[config.mk]
export PLATFORM = sky130hd
export DESIGN_NAME = psr_core
export DESIGN_NICKNAME = d
export VERILOG_FILES = /design/src/rtl/psr_pkg.sv /design/src/rtl/psr_flag_next.sv /design/src/rtl/psr_irq_gate.sv /design/src/rtl/psr_core.sv
export SDC_FILE = /design/constraint.sdc
export NUM_CORES = 1
export LEC_CHECK = 0
export ABC_AREA = 0
export BUFFER_PORTS_ARGS = -buffer_cell sky130_fd_sc_hd__buf_2
export CAP_MARGIN = 0
export CORE_MARGIN = 2
export CORE_UTILIZATION = 30
export CTS_CLUSTER_SIZE = 30
export DETAILED_ROUTE_END_ITERATION = 8
export PLACE_DENSITY = 0.73
export SLEW_MARGIN = 25
export SYNTH_ARGS = -nofsm -noshare
export SYNTH_HDL_FRONTEND = slang
export SYNTH_SLANG_ARGS = --single-unit
[constraint.sdc]
create_clock -name clk -period 0.8 [get_ports clk]
set_input_delay 0.16 -clock clk [delete_from_list [all_inputs] [get_ports clk]]
set_output_delay 0.16 -clock clk [all_outputs]
set_load 0.1 [all_outputs]
[src/rtl/psr_pkg.sv]
package psr_pkg;
  localparam int FLAG_W = 8;
  localparam int IPL_W  = 3;
  localparam int BIT_C  = 0;
  localparam int BIT_Z  = 1;
  localparam int BIT_I  = 2;
  localparam int BIT_D  = 3;
  localparam int BIT_X  = 4;
  localparam int BIT_M  = 5;
  localparam int BIT_V  = 6;
  localparam int BIT_N  = 7;
  localparam int EXEMPT_W = 3;
endpackage

[src/rtl/psr_flag_next.sv]
module psr_flag_next
  import psr_pkg::*;
(
  input  logic [FLAG_W-1:0] cur,
  input  logic [FLAG_W-1:0] alu_we,
  input  logic [FLAG_W-1:0] alu_val,
  input  logic              mask_set,
  input  logic              mask_clr,
  input  logic [FLAG_W-1:0] mask_bits,
  input  logic [FLAG_W-1:0] one_set,
  input  logic [FLAG_W-1:0] one_clr,
  input  logic              force_i,
  output logic [FLAG_W-1:0] nxt
);
  logic [FLAG_W-1:0] m_set;
  logic [FLAG_W-1:0] m_clr;

  assign m_set = mask_set ? mask_bits : '0;
  assign m_clr = mask_clr ? mask_bits : '0;

  for (genvar b = 0; b < FLAG_W; b++) begin : g_bit
    always_comb begin
      nxt[b] = cur[b];
      if (alu_we[b])      nxt[b] = alu_val[b];
      if (one_set[b])     nxt[b] = 1'b1;
      if (one_clr[b])     nxt[b] = 1'b0;
      if (m_set[b])       nxt[b] = 1'b1;
      if (m_clr[b])       nxt[b] = 1'b0;
      if (b == BIT_I && force_i) nxt[b] = 1'b1;
    end
  end
endmodule

[src/rtl/psr_irq_gate.sv]
module psr_irq_gate
  import psr_pkg::*;
#(
  parameter int REQ_W = 4
) (
  input  logic                clk,
  input  logic                rst,
  input  logic                idis,
  input  logic [REQ_W-1:0]    req,
  input  logic [EXEMPT_W-1:0] exempt,
  output logic                pass
);
  always_ff @(posedge clk) begin
    if (rst) pass <= 1'b0;
    else     pass <= (|exempt) | ((|req) & ~idis);
  end
endmodule

[src/rtl/psr_core.sv]
module psr_core
  import psr_pkg::*;
#(
  parameter int         WORD_W   = 16,
  parameter int         MREQ_W   = 4,
  parameter logic [1:0] CZ_RESET = 2'b00
) (
  input  logic              clk,
  input  logic              rst,
  input  logic [7:0]        alu_we,
  input  logic [7:0]        alu_val,
  input  logic              mask_set,
  input  logic              mask_clr,
  input  logic [7:0]        mask_bits,
  input  logic              set_carry,
  input  logic              clr_carry,
  input  logic              set_idis,
  input  logic              clr_idis,
  input  logic              irq_accept,
  input  logic [2:0]        accept_ipl,
  input  logic [MREQ_W-1:0] mask_req,
  input  logic              addr_match_req,
  input  logic              wdt_req,
  input  logic              div0_req,
  output logic [WORD_W-1:0] psr_word,
  output logic              x_flag,
  output logic              irq_pass
);
  localparam int PAD_W = WORD_W - FLAG_W - IPL_W;
  localparam logic [FLAG_W-1:0] FLAG_RST =
    FLAG_W'((1 << BIT_I) | (int'(CZ_RESET[1]) << BIT_Z) | (int'(CZ_RESET[0]) << BIT_C));

  logic [FLAG_W-1:0] flags_q, flags_d;
  logic [IPL_W-1:0]  ipl_q;
  logic [FLAG_W-1:0] one_set, one_clr;

  always_comb begin
    one_set        = '0;
    one_clr        = '0;
    one_set[BIT_C] = set_carry;
    one_clr[BIT_C] = clr_carry;
    one_set[BIT_I] = set_idis;
    one_clr[BIT_I] = clr_idis;
  end

  psr_flag_next u_next (
    .cur      (flags_q),
    .alu_we   (alu_we),
    .alu_val  (alu_val),
    .mask_set (mask_set),
    .mask_clr (mask_clr),
    .mask_bits(mask_bits),
    .one_set  (one_set),
    .one_clr  (one_clr),
    .force_i  (irq_accept),
    .nxt      (flags_d)
  );

  always_ff @(posedge clk) begin
    if (rst) begin
      flags_q <= FLAG_RST;
      ipl_q   <= '0;
    end else begin
      flags_q <= flags_d;
      if (irq_accept) ipl_q <= accept_ipl;
    end
  end

  psr_irq_gate #(.REQ_W(MREQ_W)) u_gate (
    .clk   (clk),
    .rst   (rst),
    .idis  (flags_q[BIT_I]),
    .req   (mask_req),
    .exempt({addr_match_req, wdt_req, div0_req}),
    .pass  (irq_pass)
  );

  assign psr_word = {{PAD_W{1'b0}}, ipl_q, flags_q};
  assign x_flag   = flags_q[BIT_X];
endmodule

==> results.py <==
metrics = {
    "run_status": {
        "status": "finished with violations",
        "violations": "setup timing",
    },
    "logic_synthesis": {
        "synth_commonest_cells": "dfxtp_1, mux2i_1, nand2_1, buf_4, a221oi_1",
        "yosys_warnings": 0,
        "async_flop_share": 0,
        "synth_edf_count": 0,
        "netlist_area_um2": 588,
        "synth_top_cell_by_area": "dfxtp_1",
        "synth.most_common_cell": "dfxtp_1",
        "synth_seq_cells": 12,
        "avgSynthCellArea_um2": 9.64,
        "seq_area_frac_synth": 0.409,
        "yosys-top-cells-area": "dfxtp_1, mux2i_1, buf_4",
        "synthCells": 61,
        "ys.flop_type": "dfxtp_1",
        "yosysTopAreaCellShare": 0.409,
        "synth.distinct_cells": 18,
    },
    "sta": {
        "finalCritPeriodShare": 1.29,
        "skew_ns": 0.000000638,
        "finalHoldViolations": 0,
        "whs_ns": 0.0802,
        "layout_setup_ws_ns": -0.236,
        "final-setup-viol-count": 15,
        "min_period_ns": 1.04,
        "slew_violations": 0,
        "fmax_mhz": 965,
        "rsz0062_at_grt": "yes",
        "fin_setup_tns_ns": -2.41,
    },
    "detailed_routing": {
        "post_drt_wl_per_cell_um": 13.3,
        "ant_nets": 0,
        "via_count": 688,
        "routed_via_density": 4.68,
        "drtPass1Iterations": 4,
        "drt_iter0_drc": 5,
        "drc": 0,
        "wl_um": 1950,
    },
    "worst_setup_path": {
        "cp.arrival_ns": 0.88,
        "critPathKind": "flop to output pin",
        "reg2regPathDepth": 3,
        "worstPathRequired_ns": 0.64,
        "regToRegSetupSlack_ns": -0.18,
        "worstPathMaxFanout": 2,
        "startpoint_type": "flop",
        "worstReg2RegStart": "flags_q[2]$_SDFFE_PP1P_",
        "r2r_end": "flags_q[2]$_SDFFE_PP1P_",
        "critPathCaptureType": "output pin",
    },
    "hold_path": {
        "min_path_cells": 2,
        "min_from": "mask_bits[1]",
        "hold_class": "input pin to flop",
        "whs_endpoint": "flags_q[1]$_SDFFE_PP0P_",
    },
    "clock_network": {
        "htreeDepth": 1,
        "cts_tree": "done",
        "clock_path_buffers": 2,
        "cts_sinks": 12,
        "clock_latency_ns": 0.27,
        "ctsRootBufferMaster": "clkbuf_4",
        "cts_inserted_buffers": 3,
        "clkSlewWorstSetupHoldPaths_ns": 0.08,
    },
    "die": {
        "die_h_um": 48.3,
        "num_rows": 16,
        "ios": 61,
        "die_area_um2": 2330,
        "start_util": 0.309,
        "die_x_um": 48.3,
        "core_area_um2": 1900,
    },
    "global_route": {
        "first_global_vias": 662,
        "top_usage_layer": "met2",
        "grt_max_degree": 8,
        "use_met1": 0.168,
        "grt_use_met2": 0.305,
        "grt_first_pass_wirelength_um": 2590,
        "grt-ovfl-total": 0,
        "antenna_found_initial": 0,
        "track_usage": 0.164,
        "met3_usage": 0.0333,
    },
    "flow_run": {
        "maxCapViolations": 0,
    },
    "power": {
        "power.total_mw": 1.97,
        "power_density_nw_per_um2": 1650,
        "leakagePower_nw": 0.569,
        "vdd_drop_max_v": 0.000867,
    },
    "final_layout": {
        "area_growth_pct": 103,
        "antenna_cells": 0,
        "drive_above_1_share": 0.683,
        "final_nets": 164,
    },
    "place": {
        "dpl.hpwl_um": 1530,
        "io_buffer_count": 55,
        "gp_congestion": 0.642,
    },
}
## final cells by class
type / count / area, um^2
fillers: 162 / 707
repair buffers: 61 / 519
multi-input cells: 42 / 332
flip-flops and latches: 12 / 280
well taps: 27 / 33.8
clock buffers: 4 / 26.3
inverters: 1 / 3.75
## cell usage in the layout, fill, tap and decap left out
cell      instances
a21oi_1           3
a21oi_2           1
a221o_1           1
a221oi_1          4
a221oi_2          2
a222oi_1          1
buf_12           13
buf_2            42
buf_4             5
buf_6             1
clkbuf_1          1
clkbuf_4          3
conb_1            5
dfxtp_2           2
dfxtp_4          10
inv_1             1
mux2i_1           9
mux2i_4           2
nand2_1           8
nor2_1            3
nor3_1            1
o41ai_2           1
or3_1             1
## logic make-up (layout without fill, tap and decap cells)
family,after synthesis,count (layout),synth area share
muxes,11,11,0.187
buffers and inverters,11,66,0.130
AOI/OAI and AO/OA,13,13,0.179
other,1,5,0.00638
and+or+nand+nor,13,13,0.0894
DFF,12,12,0.409
## registers in the layout, summed over array words and instances (netlist names)
signal / cells
u_gate.pass: 1
flags_q: 8
ipl_q: 3
## report_power, final
group	switching (mW)	internal [mW]	total (mW)
Clock	0.208	0.193	0.401
Sequential	0.0459	0.631	0.677
Combinational	0.561	0.330	0.891
Total	0.815	1.15	1.97
## how the worst max path moves through the flow
stage	end	cells after the start	from	slack (ns)
after global routing	psr_word[2]	2	flags_q[2]$_SDFFE_PP1P_	-0.26
after CTS	psr_word[2]	2	flags_q[2]$_SDFFE_PP1P_	-0.24
final	psr_word[2]	2	flags_q[2]$_SDFFE_PP1P_	-0.24
after global placement	flags_q[2]$_SDFFE_PP1P_	4	alu_we[2]	-0.13
after floorplan	psr_word[4]	1	flags_q[4]$_SDFFE_PP0P_	-0.23
after detailed placement	flags_q[2]$_SDFFE_PP1P_	4	alu_we[2]	-0.17
## what timing repair did
item,CTS,global route
hold buffers,0,0
pin swaps,0,2
setup buffers,0,0
resized for setup,4,5
setup endpoints to repair,16,20
hold endpoints to repair,0,0
gates cloned,0,0
## critical path: stages (launching register included)
cell and delay, ns:
dfxtp_2 0.34, buf_6 0.10, buf_12 0.16
## metrics by stage
step                worst slack, ns  utilization  cells  cell area (um^2)
finish                       -0.236        0.628    147              1190
detailed placement           -0.172        0.588    143              1120
CTS                          -0.244        0.611    147              1160
global route                 -0.262        0.628    147              1190
global placement             -0.135        0.588    143              1120
floorplan                    -0.227            -     65               642
## metal layers
metal / up-vias / wire length [um]
met2: 35 / 1060
met4: 0 / 40
met1: 315 / 689
li1: 332 / -
met3: 6 / 158
met5: - / 0
(Power assumes the default switching activity.)
